`src/rtl/sysctl_pkg.sv`:
```
package sysctl_pkg;

    localparam int DW        = 32;
    localparam int AW        = 12;
    localparam int NCORE     = 2;
    localparam int NPLAIN    = 14;
    localparam int SWREQ_BIT = 9;
    localparam int IDBASE_W  = 10'h3F4;   // word index of the first ID location

    // Plain storage slots come first so that the slot number equals the id.
    typedef enum logic [4:0] {
        RID_SYND    = 5'd0,  RID_MASK   = 5'd1,  RID_WAKE   = 5'd2,
        RID_SECCTRL = 5'd3,  RID_FDIV   = 5'd4,  RID_SDIV   = 5'd5,
        RID_CLKF    = 5'd6,  RID_NMI    = 5'd7,  RID_EWCTRL = 5'd8,
        RID_PDSYS   = 5'd9,  RID_PDS0   = 5'd10, RID_PDS1   = 5'd11,
        RID_PDS2    = 5'd12, RID_PDS3   = 5'd13,
        RID_DBGSTAT = 5'd14, RID_DBGSET = 5'd15, RID_DBGCLR = 5'd16,
        RID_SWRST   = 5'd17, RID_RETAIN = 5'd18, RID_VTOR0  = 5'd19,
        RID_VTOR1   = 5'd20, RID_WAIT   = 5'd21, RID_ID     = 5'd22,
        RID_NONE    = 5'd23
    } rid_e;

    typedef struct packed {
        rid_e rid;
        logic rd_ok;
        logic wr_ok;
    } dec_t;

    function automatic logic is_ext(logic [31:0] ver);
        return ver[31:28] == 4'd2;
    endfunction

    function automatic dec_t mk(rid_e r, logic rd, logic wr);
        dec_t d;
        d.rid   = r;
        d.rd_ok = rd;
        d.wr_ok = wr;
        return d;
    endfunction

    // Decode a word index; ext selects the extended register set.
    function automatic dec_t decode(logic [AW-3:0] w, logic ext);
        dec_t d;
        d = mk(RID_NONE, 1'b0, 1'b0);
        case (w)
            10'h000: d = mk(RID_DBGSTAT, 1'b1, 1'b0);
            10'h001: d = mk(RID_DBGSET,  1'b0, 1'b1);
            10'h002: d = mk(RID_DBGCLR,  1'b0, 1'b1);
            10'h003: if (ext) d = mk(RID_SECCTRL, 1'b1, 1'b1);
            10'h004: if (ext) d = mk(RID_FDIV,    1'b1, 1'b1);
            10'h005: if (ext) d = mk(RID_SDIV,    1'b1, 1'b1);
            10'h006: if (ext) d = mk(RID_CLKF,    1'b1, 1'b1);
            10'h040: d = mk(RID_SYND,   1'b1, 1'b1);
            10'h041: d = mk(RID_MASK,   1'b1, 1'b1);
            10'h042: d = mk(RID_SWRST,  1'b0, 1'b1);
            10'h043: d = mk(RID_RETAIN, 1'b1, 1'b1);
            10'h044: d = mk(RID_VTOR0,  1'b1, 1'b1);
            10'h045: if (ext) d = mk(RID_VTOR1, 1'b1, 1'b1);
            10'h046: d = mk(RID_WAIT,   1'b1, 1'b1);
            10'h047: d = mk(RID_NMI,    1'b1, ext);
            10'h048: d = mk(RID_WAKE,   1'b1, 1'b1);
            10'h049: if (ext) d = mk(RID_EWCTRL, 1'b1, 1'b1);
            10'h080: if (ext) d = mk(RID_PDSYS,  1'b1, 1'b1);
            10'h083: if (ext) d = mk(RID_PDS0,   1'b1, 1'b1);
            10'h084: if (ext) d = mk(RID_PDS1,   1'b1, 1'b1);
            10'h085: if (ext) d = mk(RID_PDS2,   1'b1, 1'b1);
            10'h086: if (ext) d = mk(RID_PDS3,   1'b1, 1'b1);
            default: if (int'(w) >= IDBASE_W) d = mk(RID_ID, 1'b1, 1'b0);
        endcase
        return d;
    endfunction

    function automatic logic [DW-1:0] plain_rst(int slot);
        if (slot == int'(RID_SYND))  return 32'h1;
        if (slot == int'(RID_PDSYS)) return 32'h7F;
        return '0;
    endfunction

    function automatic logic [7:0] id_byte(logic [3:0] k);
        case (k)
            4'd0:  return 8'h04;
            4'd4:  return 8'h54;
            4'd5:  return 8'hB8;
            4'd6:  return 8'h0B;
            4'd8:  return 8'h0D;
            4'd9:  return 8'hF0;
            4'd10: return 8'h05;
            4'd11: return 8'hB1;
            default: return 8'h00;
        endcase
    endfunction

    function automatic logic [DW-1:0] lane_mask(logic [DW/8-1:0] s);
        logic [DW-1:0] m;
        for (int b = 0; b < DW/8; b++) m[b*8 +: 8] = {8{s[b]}};
        return m;
    endfunction

endpackage

```
`src/rtl/sysctl_plain_bank.sv`:
```
module sysctl_plain_bank
    import sysctl_pkg::*;
#(
    parameter int N = NPLAIN
) (
    input  logic                 clk,
    input  logic                 rst,
    input  logic [N-1:0]         we,
    input  logic [DW-1:0]        wdata,
    output logic [N-1:0][DW-1:0] q
);

    for (genvar i = 0; i < N; i++) begin : g_slot
        localparam logic [DW-1:0] RV = plain_rst(i);

        always_ff @(posedge clk) begin
            if (rst)        q[i] <= RV;
            else if (we[i]) q[i] <= wdata;
        end

        p_hold_r10: assert property (@(posedge clk) disable iff (rst)
            !we[i] |=> $stable(q[i]));
    end

endmodule

```
`src/rtl/sysctl_keep.sv`:
```
module sysctl_keep
    import sysctl_pkg::*;
(
    input  logic          clk,
    input  logic          por_rst,
    input  logic          warm_rst,
    input  logic          set_en,
    input  logic          clr_en,
    input  logic          ret_en,
    input  logic [DW-1:0] wdata,
    output logic [DW-1:0] dbg_q,
    output logic [DW-1:0] ret_q
);

    always_ff @(posedge clk) begin
        if (por_rst || warm_rst) dbg_q <= '0;
        else if (set_en)         dbg_q <= dbg_q | wdata;
        else if (clr_en)         dbg_q <= dbg_q & ~wdata;
    end

    // Retention word: only the power-on reset clears it.
    always_ff @(posedge clk) begin
        if (por_rst)     ret_q <= '0;
        else if (ret_en) ret_q <= wdata;
    end

    p_clear_bits_r1: assert property (@(posedge clk) disable iff (por_rst || warm_rst)
        clr_en |=> ((dbg_q & $past(wdata)) == '0));

    p_warm_keeps_r9: assert property (@(posedge clk) disable iff (por_rst)
        (warm_rst && !ret_en) |=> $stable(ret_q));

endmodule

```
`src/rtl/sysctl_core_ctrl.sv`:
```
module sysctl_core_ctrl
    import sysctl_pkg::*;
#(
    parameter logic [DW-1:0]            WAIT_RST = '0,
    parameter logic [NCORE-1:0][DW-1:0] VTOR_RST = '0
) (
    input  logic                     clk,
    input  logic                     rst,
    input  logic                     wait_we,
    input  logic [NCORE-1:0]         vtor_we,
    input  logic                     swr_we,
    input  logic [DW-1:0]            wdata,
    output logic [DW-1:0]            wait_q,
    output logic [NCORE-1:0][DW-1:0] vtor_q,
    output logic [NCORE-1:0]         release_o,
    output logic                     swreq_o
);

    always_ff @(posedge clk) begin
        if (rst)          wait_q <= WAIT_RST;
        else if (wait_we) wait_q <= wdata;
    end

    always_ff @(posedge clk) begin
        if (rst) swreq_o <= 1'b0;
        else     swreq_o <= swr_we && wdata[SWREQ_BIT];
    end

    for (genvar i = 0; i < NCORE; i++) begin : g_core
        always_ff @(posedge clk) begin
            if (rst)             vtor_q[i] <= VTOR_RST[i];
            else if (vtor_we[i]) vtor_q[i] <= wdata;
        end

        // Compare against the value held before this write.
        always_ff @(posedge clk) begin
            if (rst) release_o[i] <= 1'b0;
            else     release_o[i] <= wait_we && wait_q[i] && !wdata[i];
        end

        p_release_fall_r4: assert property (@(posedge clk) disable iff (rst)
            release_o[i] |-> ($past(wait_q[i]) && !wait_q[i]));
    end

endmodule

```
`src/rtl/sysctl_regs.sv`:
```
module sysctl_regs
    import sysctl_pkg::*;
#(
    parameter logic [31:0] SYS_VERSION = 32'h2004_1743,
    parameter logic [31:0] WAIT_RST    = 32'h0,
    parameter logic [31:0] VTOR0_RST   = 32'h1000_0000,
    parameter logic [31:0] VTOR1_RST   = 32'h1000_0000
) (
    input  logic        clk,
    input  logic        por_rst,
    input  logic        warm_rst,
    input  logic        psel,
    input  logic        penable,
    input  logic        pwrite,
    input  logic [11:0] paddr,
    input  logic [31:0] pwdata,
    input  logic [3:0]  pstrb,
    output logic [31:0] prdata,
    output logic [1:0]  core_release,
    output logic        sys_reset_req,
    output logic [31:0] vtor0,
    output logic [31:0] vtor1,
    output logic        access_err
);

    localparam logic IS_EXT = is_ext(SYS_VERSION);
    localparam logic [NCORE-1:0][DW-1:0] VTOR_RST = {VTOR1_RST, VTOR0_RST};

    logic                      rst;
    logic                      access;
    logic                      wr_go;
    dec_t                      dec;
    logic [DW-1:0]             wval;
    logic [NPLAIN-1:0]         plain_we;
    logic [NPLAIN-1:0][DW-1:0] plain_q;
    logic [DW-1:0]             dbg_q, ret_q, wait_q;
    logic [NCORE-1:0][DW-1:0]  vtor_q;
    logic [NCORE-1:0]          vtor_we;
    logic [3:0]                slot;
    logic                      unused_addr_bits;

    assign rst              = por_rst || warm_rst;
    assign access           = psel && penable;
    assign dec              = decode(paddr[AW-1:2], IS_EXT);
    assign wval             = pwdata & lane_mask(pstrb);
    assign wr_go            = access && pwrite && dec.wr_ok;
    assign slot             = 4'(dec.rid);
    assign unused_addr_bits = ^paddr[1:0];

    for (genvar i = 0; i < NPLAIN; i++) begin : g_we
        assign plain_we[i] = wr_go && (int'(dec.rid) == i);
    end

    assign vtor_we[0] = wr_go && (dec.rid == RID_VTOR0);
    assign vtor_we[1] = wr_go && (dec.rid == RID_VTOR1);

    sysctl_plain_bank #(.N(NPLAIN)) u_bank (
        .clk   (clk),
        .rst   (rst),
        .we    (plain_we),
        .wdata (wval),
        .q     (plain_q)
    );

    sysctl_keep u_keep (
        .clk      (clk),
        .por_rst  (por_rst),
        .warm_rst (warm_rst),
        .set_en   (wr_go && (dec.rid == RID_DBGSET)),
        .clr_en   (wr_go && (dec.rid == RID_DBGCLR)),
        .ret_en   (wr_go && (dec.rid == RID_RETAIN)),
        .wdata    (wval),
        .dbg_q    (dbg_q),
        .ret_q    (ret_q)
    );

    sysctl_core_ctrl #(.WAIT_RST(WAIT_RST), .VTOR_RST(VTOR_RST)) u_cores (
        .clk       (clk),
        .rst       (rst),
        .wait_we   (wr_go && (dec.rid == RID_WAIT)),
        .vtor_we   (vtor_we),
        .swr_we    (wr_go && (dec.rid == RID_SWRST)),
        .wdata     (wval),
        .wait_q    (wait_q),
        .vtor_q    (vtor_q),
        .release_o (core_release),
        .swreq_o   (sys_reset_req)
    );

    always_comb begin
        prdata = '0;
        if (access && !pwrite && dec.rd_ok) begin
            case (dec.rid)
                RID_DBGSTAT: prdata = dbg_q;
                RID_RETAIN:  prdata = ret_q;
                RID_VTOR0:   prdata = vtor_q[0];
                RID_VTOR1:   prdata = vtor_q[1];
                RID_WAIT:    prdata = wait_q;
                RID_ID:      prdata = {24'h0, id_byte(paddr[5:2] - 4'd4)};
                default:     if (int'(dec.rid) < NPLAIN) prdata = plain_q[slot];
            endcase
        end
    end

    always_ff @(posedge clk) begin
        if (rst) access_err <= 1'b0;
        else     access_err <= access && (pwrite ? !dec.wr_ok : !dec.rd_ok);
    end

    assign vtor0 = vtor_q[0];
    assign vtor1 = vtor_q[1];

    p_swreq_cause_r5: assert property (@(posedge clk) disable iff (rst)
        sys_reset_req |-> $past(access && pwrite && paddr[11:2] == 10'h042
                                && pwdata[SWREQ_BIT] && pstrb[1]));

    p_base_gap_err_r2: assert property (@(posedge clk) disable iff (rst)
        (!IS_EXT && access && paddr[11:2] == 10'h004) |=> access_err);

    p_valid_noerr_r11: assert property (@(posedge clk) disable iff (rst)
        (access && !pwrite && paddr[11:2] == 10'h040) |=> !access_err);

    p_vtor_follow_r7: assert property (@(posedge clk) disable iff (rst)
        (access && pwrite && paddr[11:2] == 10'h044 && pstrb == 4'hF)
            |=> vtor0 == $past(pwdata));

endmodule

```
`config.mk`:
```
export PLATFORM = sky130hd
export DESIGN_NAME = sysctl_regs
export DESIGN_NICKNAME = d
export VERILOG_FILES = /design/src/rtl/sysctl_pkg.sv /design/src/rtl/sysctl_plain_bank.sv /design/src/rtl/sysctl_keep.sv /design/src/rtl/sysctl_core_ctrl.sv /design/src/rtl/sysctl_regs.sv
export SDC_FILE = /design/constraint.sdc
export NUM_CORES = 1
export LEC_CHECK = 0
export BUFFER_PORTS_ARGS = -buffer_cell sky130_fd_sc_hd__buf_2
export CORE_MARGIN = 8
export CORE_UTILIZATION = 55
export CTS_CLUSTER_SIZE = 25
export DETAILED_ROUTE_END_ITERATION = 8
export PLACE_DENSITY_LB_ADDON = 0.25
export SLEW_MARGIN = 20
export SYNTH_ARGS = -nofsm -noshare
export SYNTH_HDL_FRONTEND = slang
export SYNTH_HIERARCHICAL = 1
export SYNTH_SLANG_ARGS = --single-unit
```
`constraint.sdc`:
```
create_clock -name clk -period 3 [get_ports clk]
set_input_delay 0.15 -clock clk [delete_from_list [all_inputs] [get_ports clk]]
set_output_delay 0.15 -clock clk [all_outputs]
set_load 0.01 [all_outputs]
```
======== After elaboration in Yosys (flattened, before gate mapping) ========
Memory sizes are Yosys's and may differ from the RTL's.
Index checks and enable logic that the tools add are counted.
word-level totals
  register bits ........................... 612
  ROM bits ................................ 128
  bits of input ports ..................... 54
  output and inout bits ................... 100
  logic and storage cells ................. 126
  memories kept ........................... 1
memories
  name              words  bits a word  rd ports  clocked after memory_dff  wr ports  RTL line          text
  (name not given)  16     8            1         0                         0         sysctl_pkg.sv:80  case (k)
cells by class
  add/subtract/negate cells ............... 1
  order comparisons ....................... 3
  equal/unequal tests ..................... 43
  multiplexer cells ....................... 10
  bitwise gates (word level) .............. 4
  reductions and logical operators ........ 41
operator list
  cell                                                                          count
  32-bit case mux with 6 select lines                                           1
  32-bit 2-to-1 mux                                                             5
  7-bit case mux with 22 select lines                                           1
  32-bit binary-select mux with 4-bit select                                    1
  10-bit by 7-bit equality test with 1-bit output, second input constant        10
  5-bit equality test, second input constant                                    13
  32-bit AND                                                                    2
  10-bit by 8-bit equality test with 1-bit output, second input constant        5
  1-bit logical AND                                                             32
  32-bit NOT                                                                    1
  32-bit bitwise OR                                                             1
  10-bit by 3-bit equality test with 1-bit output, second input constant        3
  5-bit by 4-bit equality test with 1-bit output, second input constant         6
  10-bit by 2-bit equality test with 1-bit output, second input constant        2
  10-bit by 1-bit equality test with 1-bit output, second input constant        1
  5-bit by 3-bit equality test with 1-bit output, second input constant         2
  10-bit >= comparator, second input constant                                   1
  10-bit zero test                                                              1
  5-bit by 2-bit equality test with 1-bit output, second input constant         1
  1-bit zero test                                                               5
  5-bit zero test                                                               1
  4-bit by 5-bit less-than comparator with 1-bit output, second input constant  1
  5-bit by 4-bit less-than comparator with 1-bit output, second input constant  1
  4-bit by 3-bit subtractor with 4-bit output, second input constant            1
  4 further kinds                                                               4

======== Longest topological paths before layout ========
Gate-level depths: netlist of run 1.
  word-level depth ........................ 8
  mapped depth ............................ 18
  depth with buffers taken out ............ 13

======== Hierarchy ========
The synthesis of run 1 kept the hierarchy.
by module, submodules not included
  module             instances  cells an instance  area an instance (sq um)  seq. area each (sq um)
  sysctl_plain_bank  1          1482               16495.8                   8968.6
  sysctl_regs        1          918                5718.0                    20.0
  sysctl_core_ctrl   1          318                3617.2                    1981.9
  sysctl_keep        1          243                2552.4                    1281.2

======== Worst setup path after synthesis of run 1 ========
OpenSTA, ideal clock, no wires.
  kind .................................... input-to-reg
  start point ............................. input paddr[5]
  end point ............................... register u_bank/q[299] in the netlist's numbering
  setup time .............................. 0.116 ns
  arrival time ............................ 2.973 ns
  required time ........................... 2.884 ns
  path slack .............................. -0.089 ns
  stages on the path ...................... 17
  path buffers ............................ 4
  cells stage by stage .................... inv_1 -> ha_1 -> or3b_2 -> nor3_2 -> a31o_2 -> or2_2 -> buf_2 -> o21a_1 -> nand3_1 -> inv_1 -> nand3_1 -> clkbuf_1 -> nor3_1 -> buf_6 -> buf_12 -> mux2i_1 -> nor2_2
between the ends
  word-level cells in the longest chain between the ends .. 5
  elaborated cells between the ends (all ways) .. 28
  classes of those cells .................. order compare: 1; eq/ne: 22; mux: 2; reduce/logical: 3
RTL lines
  what                                     RTL line                 text
  from (decl)                              sysctl_regs.sv:15        input logic [11:0] paddr,
  10-bit >= comparator                     sysctl_pkg.sv:68         default: if (int'(w) >= IDBASE_W) d = mk(RID_ID, 1'b1, 1'b0);
  3-bit 2-to-1 mux                         sysctl_pkg.sv:68
  7-bit case mux with 22 select lines (*)  sysctl_pkg.sv:45         case (w)
  5-bit equality test                      sysctl_regs.sv:51        assign plain_we[i] = wr_go && (int'(dec.rid) == i);
  1-bit logical AND (*)                    sysctl_regs.sv:51
  net plain_we[9]                          sysctl_regs.sv:34        logic [NPLAIN-1:0] plain_we;
  to (signal, indexed assignment)          sysctl_plain_bank.sv:18  else if (we[i]) q[i] <= wdata;
  to (decl)                                sysctl_plain_bank.sv:10  output logic [N-1:0][DW-1:0] q
Mark *: on every way through the listed nets, which the timed path passes. The rest lies on a longest branch.
A chain may end at the register's enable or synchronous reset.

======== Worst setup path in the final report of run 1 ========
  start point ............................. input paddr[4]
  end point ............................... output prdata[25]
between the ends
  word-level cells in the longest chain between the ends .. 8
  elaborated cells between the ends (all ways) .. 38
  classes of those cells .................. order compare: 2; eq/ne: 27; mux: 7; reduce/logical: 2
RTL lines
  what                                        RTL line            text
  10-bit >= comparator                        sysctl_pkg.sv:68
  3-bit 2-to-1 mux                            sysctl_pkg.sv:68
  7-bit case mux with 22 select lines (*)     sysctl_pkg.sv:45
  32-bit binary-select mux with 4-bit select  sysctl_regs.sv:100  default: if (int'(dec.rid) < NPLAIN) prdata = plain_q[slot];
  32-bit 2-to-1 mux (implied by the code)     sysctl_regs.sv:100
  32-bit 2-to-1 mux                           sysctl_regs.sv:100
  32-bit case mux with 6 select lines         sysctl_regs.sv:93   case (dec.rid)
  32-bit 2-to-1 mux (*)                       sysctl_regs.sv:92   if (access && !pwrite && dec.rd_ok) begin
  to (decl)                                   sysctl_regs.sv:18   output logic [31:0] prdata,
Mark *: on every way between the ends. The rest lies on a longest branch, timed or not. The select of a mux whose other input is x is not followed.

==> results of run 1 <==
[power groups by stage]
stage | clock network [uW] | logic [uW] | registers, uW
4_1_cts | 8500 | 784 | 8130
3_3_place_gp | 0 | 678 | 8310
3_5_place_dp | 0 | 690 | 8310
5_1_grt | 8830 | 866 | 8120
2_1_floorplan | 0 | 454 | 8310
6_report | 8450 | 835 | 8130
[worst max-delay path: stages]
cell and delay (ns):
buf_8 0.09, inv_4 0.04, ha_4 0.19, buf_6 0.12, a221oi_2 0.24, buf_4 0.17, buf_6 0.09, o32ai_4 0.10
buf_4 0.16, a31oi_4 0.24, buf_6 0.17, buf_6 0.11, nor3_4 0.04, buf_12 0.15, buf_12 0.13, a22oi_2 0.24
a31oi_4 0.15, buf_6 0.16, a31o_1 0.21, buf_2 0.15
[cell usage after synthesis (10+ instances only)]
master,instances
dfxtp_1,612
a221oi_1,11
o21ai_0,48
a211o_1,22
a31o_1,11
and2_1,38
a211oi_1,11
mux2i_1,569
buf_6,82
a222oi_1,17
nor2_1,590
buf_2,58
clkbuf_1,50
nor4_1,14
buf_12,11
a22oi_1,52
clkbuf_4,10
buf_4,52
a31oi_1,14
a21oi_1,37
nand2_1,172
a21bo_2,32
nor2b_1,10
a21o_1,24
a21oi_2,30
nor3_1,29
o22ai_1,86
nand3_1,62
nor2_2,24
o221ai_1,27
[sequential cells by signal, indices dropped and copies added, names as in the netlist, named ones only]
register / cells
u_bank/q: 448
u_cores/vtor_q: 64
u_cores/wait_q: 32
u_keep/ret_q: 32
u_cores/release_o: 2
access_err: 1
u_cores/swreq_o: 1
[stage by stage]
step | total power, uW | setup TNS [ns] | std cells | util [%] | setup WS, ns
after floorplan | 8760 | 0 | 2961 | - | 0.00706
after global placement | 8980 | -253.99 | 3839 | 60.7 | -0.661
after detailed placement | 9000 | -258.88 | 3839 | 60.7 | -0.713
after CTS | 17400 | -4.21 | 4012 | 68.7 | -0.195
after global routing | 17800 | -7.92 | 4027 | 69.8 | -0.315
final | 17400 | -6.20 | 4027 | 69.8 | -0.275
[cell type report]
| type | instances | area [um^2] |
|---|---|---|
| clock buffer | 95 | 1970 |
| clock inverter | 20 | 270 |
| fill | 3710 | 15500 |
| inverter | 9 | 56.3 |
| multi-input combinational | 2068 | 15200 |
| sequential | 612 | 12300 |
| tap | 680 | 851 |
| timing repair buffer | 543 | 5120 |
[logic make-up after synthesis]
kind of cell / Yosys count / synth area share [%]
AO/OA/AOI/OAI: 488 / 13.2
adder cells (fa/ha/maj): 9 / 0.397
buffers and inverters: 282 / 7.73
flip-flops: 612 / 43.2
multiplexers: 575 / 20.3
AND/OR/NAND/NOR: 995 / 15.2
[repair_timing]
action	4_1_cts	5_1_grt
gates cloned	9	1
hold buffers	3	0
setup endpoints to repair	32	32
hold endpoints to repair	1	0
gates resized for setup	265	89
pin swaps	102	61
setup buffers	55	15
[cell usage in the layout, fill, tap and decap left out, types with 9 or more instances in the layout]
cell and instances:
o21ai_0 28, a22oi_1 46, clkbuf_8 15, a21oi_1 24
clkinv_2 10, a31o_1 11, mux2i_1 568, o22ai_1 69
buf_2 132, buf_8 12, a21oi_2 39, a221oi_2 11
clkbuf_16 70, buf_6 68, nor2_1 576, o221ai_1 25
nor2_4 12, and2_1 35, buf_4 250, o22ai_2 16
a31oi_1 10, o21ai_1 9, a211o_1 22, a21bo_2 32
dfxtp_1 612, buf_12 69, nor2b_1 10, a211oi_1 9
nor3_2 18, nor2_2 26, nand2_1 162, clkbuf_1 11
nand3_1 57, a222oi_1 17, a21o_1 21
[routing by layer]
| metal | GRT usage [%] | vias up |
|---|---|---|
| li1 | - | 11100 |
| met4 | 16.1 | 2 |
| met5 | 0 | - |
| met2 | 51.1 | 1253 |
| met3 | 5.32 | 298 |
| met1 | 38.0 | 12200 |
[path summary, 6_finish.rpt]
check | startpoint | end | slack (ns) | cells after the start
worst max register to register | u_cores/wait_q[0] | u_cores/release_o[0] | 1.82 | 2
worst min-delay path | por_rst | u_keep/ret_q[29] | 0.09 | 3
worst max-delay path | paddr[4] | prdata[25] | -0.27 | 20
worst min register to register | u_bank/q[218] | u_bank/q[218] | 0.49 | 2
==> results by group, run 1 <==
Pwr
  • Lkg Pwr: 0.0121 uW
  • Flop pwr share: 46.7%
  • Combinational Power Share: 4.8%
  • VDD IR max: 0.000569 V
  • Internal power: 13400 uW
  • P_sw: 3980 uW
  • Clk pwr share: 48.5%
  • PwrDens: 487 nW/um^2
  • Sw frac: 22.9%

Synth
  • Post-synthesis cell area: 28400 um^2
  • Top_reg_cell synth: dfxtp_1
  • Sequential area share after synthesis: 43.2%
  • Synth Register Bits: 612
  • Mapped Cells: 2961
  • Syn_area_per_cell: 9.59 um^2
  • Library cells used by synthesis: 86
  • Ys async rst share: 0%
  • EDFF count, synth: 0
  • Area leader, netlist: dfxtp_1
  • Synth Warn #: 6
  • Syn Nets: 3024
  • Synth area leaders: dfxtp_1 43%, mux2i_1 20%, nor2_1 7.8%
  • Area share of the largest cell type after synthesis: 43.2%

Global routing
  • Largest net degree at the start of global routing: 102
  • Number of global-route vias before repair: 24900
  • First-pass GRT wire length: 145000 um
  • Gr ovfl total: 0
  • Initial antenna violation count: 1
  • GRT Util Overall: 30.8%

Timing
  • Fin. max-slew vios: 0
  • Worst slew pin tran: 1.23 ns
  • Clock Skew: 0.0143 ns
  • Relative slew slack: 18.1%
  • Min Hold Slack: 0.0866 ns
  • Fmax: 305 MHz
  • RSZ-0062 raised after global routing: yes
  • Final Hold Fails: 0
  • Shortest period the worst path allows: 3.27 ns
  • Slack of the critical path: -0.275 ns
  • Final setup viols: 32
  • Tcrit/Tclk final: 109%

Clock network
  • CTS Sinks: 612
  • Clk_lat worst skew: 0.61 ns
  • Maximum clock path buffer count: 3
  • Num CTS Buffers: 66
  • CTS tree: done
  • Root buffer cell: clkbuf_16
  • Clock-pin slew on the worst setup and hold paths: 0.06 ns
  • Htree depth: 3

Floorplan
  • Die H: 243 um
  • Die ar.: 59100 um^2
  • IO Pins: 154
  • Die W: 243 um
  • Initial Utilization: 55.4%
  • Core Area: 51200 um^2
  • Std cell rows: 83

Setup path
  • Crit. End Element: output pin
  • Critical path required time: 2.85 ns
  • Critical Path Fanout Max: 7
  • Arr. time, crit path: 3.12 ns
  • Worst Setup Start Kind: input pin
  • WS Path Type: in -> out

Drt
  • Post-Route WL: 96800 um
  • Metal-1 WL: 38200 um
  • DR vias: 24900
  • Drt drc: 0
  • Via-to-Cell Ratio: 6.19
  • Met3 wire len: 7370 um
  • Drt pass-1 iters: 8
  • DR WL/cell: 24.0 um
  • Antenna-violating nets left: 0
  • Top routing layer used: met5
  • Starting DRT DRC Count: 2443
  • Met2 Routed Length: 46000 um

Status
  • Violated checks: setup timing
  • Status: finished with violations

Layout
  • Share of cells above drive strength 1: 28.1%
  • Layout area overhead: 25.9%
  • Antenna Cells: 0
  • Fin nets: 3363
  • Post-route cell area: 35700 um^2

Hold path
  • Min-delay worst type: in -> reg

Place
  • Placement Cell Area: 31100 um^2
  • HPWL Detailed: 62200 um
  • Gpl congestion: 0.950
  • Port Buffer Count: 151

Run
  • Max Cap Viol: 0
Power figures use the tool's default switching activity.
==> inputs of run 2 (changes only) <==
Settings changed: CORE_UTILIZATION 55 to 47.
==> run 2 against run 1 <==
Effect of this change:
- critical path depth fell by 2
- sequential share of layout area up 0.35 points
- clock power is 5.3% lower
- worst setup slack worse by 0.028 ns
- via count decreased by 2.6%
- the flow still finishes with violations (setup timing)
- total power decreased by 2.5%
- global-route usage shrank 4.1 points
- final area shrank 1.0%
- hold slack better by 0.082 ns
==> results by group, run 2 (synthesized netlist as in run 1, its figures left out) <==
Drt
  • Drt drc: 0 (unchanged)
  • Via-to-Cell Ratio: 5.91 (-4.4%)
  • Starting DRT DRC Count: 2314 (-5.3%)
  • Antenna-violating nets left: 0 (unchanged)
  • Post-Route WL: 96500 um (-0.31%)
  • Drt pass-1 iters: 9 (+1)
  • DR vias: 24300 (-2.6%)
  • DR WL/cell: 23.5 um (-2.2%)

Timing
  • Min Hold Slack: 0.168 ns (+0.0817 ns)
  • Total Neg Setup Slack: -6.38 ns (-0.184 ns)
  • RSZ-0062 raised after global routing: yes
  • Fin. max-slew vios: 0 (unchanged)
  • Clock Skew: 0.00174 ns (-0.0125 ns)
  • Tcrit/Tclk final: 110% (+0.92 points)
  • Fmax: 303 MHz (-0.84%)
  • Final Hold Fails: 0 (unchanged)
  • Relative slew slack: 23.0% (+5.0 points)
  • Shortest period the worst path allows: 3.30 ns (+0.0277 ns)
  • Slack of the critical path: -0.303 ns (-0.0277 ns)
  • Final setup viols: 32 (unchanged)
  • Worst slew pin tran: 1.15 ns (-0.0745 ns)

Layout
  • Post-route cell area: 35400 um^2 (-1.0%)
  • Layout area overhead: 24.6%
  • Antenna Cells: 0 (unchanged)
  • Max reg flops: 448 (unchanged)
  • Top flop regs: u_bank/q: 448 flops, u_cores/vtor_q: 64 flops
  • Finished Core Util: 58.9% (-11 points)
  • Share of cells above drive strength 1: 27.3% (-0.80 points)
  • Most common cell after layout, fill and taps aside: dfxtp_1
  • Fin nets: 3334 (-0.86%)
  • Most frequent cells in the layout: 612 x dfxtp_1, 576 x nor2_1, 569 x mux2i_1, 246 x buf_4, 167 x nand2_1
  • Most flop-heavy register: u_bank/q

Setup path
  • WS Path Type: in -> out
  • Reg2reg start: u_cores/wait_q[1]
  • CP max stage delay: 0.49 ns (+0.25 ns)
  • Arr. time, crit path: 3.15 ns (+0.03 ns)
  • Worst r2r path cells: 1 (-1)
  • Critical Path Source: paddr[3]
  • Critical Path Fanout Max: 6 (-1)
  • Worst reg2reg endpoint: u_cores/release_o[1]
  • Slowest cell on the critical path: a222oi_1
  • R2R setup slack: 2.15 ns (+0.33 ns)
  • Critical path required time: 2.85 ns (about the same)
  • Crit. End Element: output pin
  • CP most frequent cell: buf_6
  • Worst Setup Start Kind: input pin
  • Critical path, cell by cell: buf_6 -> buf_6 -> ha_4 -> buf_4 -> buf_4 -> a21o_1 -> a21oi_2 -> nor2_2 -> nand3_2 -> nand2_1 -> and2_4 -> buf_6 -> buf_16 -> a222oi_1 -> a21oi_1 -> buf_4 -> a31o_4 -> buf_6

Hold path
  • Worst Hold Launch: pwdata[16]
  • Worst Hold Depth: 5 (+2)
  • Min-delay worst type: in -> reg

Clock network
  • Maximum clock path buffer count: 3 (unchanged)
  • CTS tree: done
  • Htree depth: 2 (-1)
  • Clk_lat worst skew: 0.64 ns (+0.03 ns)
  • Root buffer cell: clkbuf_16
  • Clock-pin slew on the worst setup and hold paths: 0.06 ns (about the same)
  • CTS Sinks: 612 (unchanged)
  • Num CTS Buffers: 61 (-7.6%)

Pwr
  • VDD IR max: 0.000507 V (-11%)
  • Lkg Pwr: 0.0119 uW (-1.6%)
  • PwrDens: 480 nW/um^2 (-1.5%)

Floorplan
  • Die H: 262 um (+7.6%)
  • Initial Utilization: 47.3% (-8.1 points)
  • IO Pins: 154 (unchanged)
  • Core Area: 60000 um^2 (+17%)
  • Die ar.: 68500 um^2 (+16%)
  • Die W: 262 um (+7.6%)
  • Std cell rows: 90 (+8.4%)

Status
  • Status: finished with violations
  • Violated checks: setup timing

Global routing
  • First-pass GRT wire length: 143000 um (-1.8%)
  • Gr ovfl total: 0 (unchanged)
  • Number of global-route vias before repair: 24000 (-3.6%)
  • Largest net degree at the start of global routing: 99 (-2.9%)
  • GRT Util Overall: 26.7% (-4.1 points)
  • Initial antenna violation count: 0 (-1)

Place
  • HPWL Detailed: 62700 um (+0.81%)
  • Placement Cell Area: 31200 um^2 (+0.47%)
  • Gpl congestion: 0.954 (+0.38%)
  • Port Buffer Count: 151 (unchanged)
  • Pre-CTS setup slack: -0.592 ns (+0.121 ns)

Run
  • Max Cap Viol: 0 (unchanged)
==> run 2: cell types whose count changed in the layout (fill, tap and decap cells not counted), sizes merged <==
| cell | previous run | this run |
|---|---|---|
| a21boi | 4 | 3 |
| dlygate4sd3 | 3 | 4 |
| buf | 537 | 509 |
| clkinv | 12 | 19 |
| clkbuf | 97 | 92 |
| clkinvlp | 0 | 1 |
| inv | 12 | 10 |
| and2b | 3 | 4 |
==> run 2: metrics by stage <==
| stage | power, uW | cells |
|---|---|---|
| finish | 17000 | 4103 |
| global route | 17400 | 4103 |
| CTS | 16900 | 4069 |
| detailed placement | 9010 | 3936 |
| global placement | 9000 | 3936 |
| floorplan | 8760 | 2961 |
==> run 2: how the worst max path moves through the flow <==
stage | to | slack (ns) | cells after the start
after detailed placement | prdata[2] | -0.59 | 13
after global routing | prdata[30] | -0.37 | 18
after global placement | prdata[14] | -0.56 | 15
after floorplan | flip-flop | 0.007 | 13
after CTS | prdata[24] | -0.24 | 14
final | prdata[24] | -0.30 | 18
==> run 2: per-layer routing <==
layer  share of wire, %  wire length, um  global-route usage, %
met3                6.6             6390                   3.50
met1                 42            40900                   34.5
met2                 47            45400                   44.6
met5                  0                0                      0
met4                4.0             3830                   11.1
==> run 2: power breakdown <==
part / internal (uW) / switching, uW
logic: 281 / 560
registers: 8120 / 0.0749
clock network: 4600 / 3400
total: 13000 / 3960
==> run 2: layout make-up <==
type,instances,area [um^2]
Multi-Input combinational cell,2068,15100
Clock buffer,87,1800
Clock inverter,26,315
Sequential cell,612,12300
Timing Repair Buffer,519,4830
Fill cell,4977,24700
Inverter,9,53.8
Tap cell,782,978
==> run 2: timing repair <==
action,4_1_cts,5_1_grt
hold endpoints to repair,10,0
pin swaps,49,48
setup buffers,12,34
resized for setup,135,169
hold buffers,4,0
endpoints found under the setup margin,32,32
cloned,4,5
==> run 2: worst max-delay path: cells and delay by family <==
kind	cells	cell delay [ns]
AO/OA/AOI/OAI	5	1.23
buffers and inverters	8	1.10
AND/OR/NAND/NOR	4	0.46
adder cells (fa/ha/maj)	1	0.19
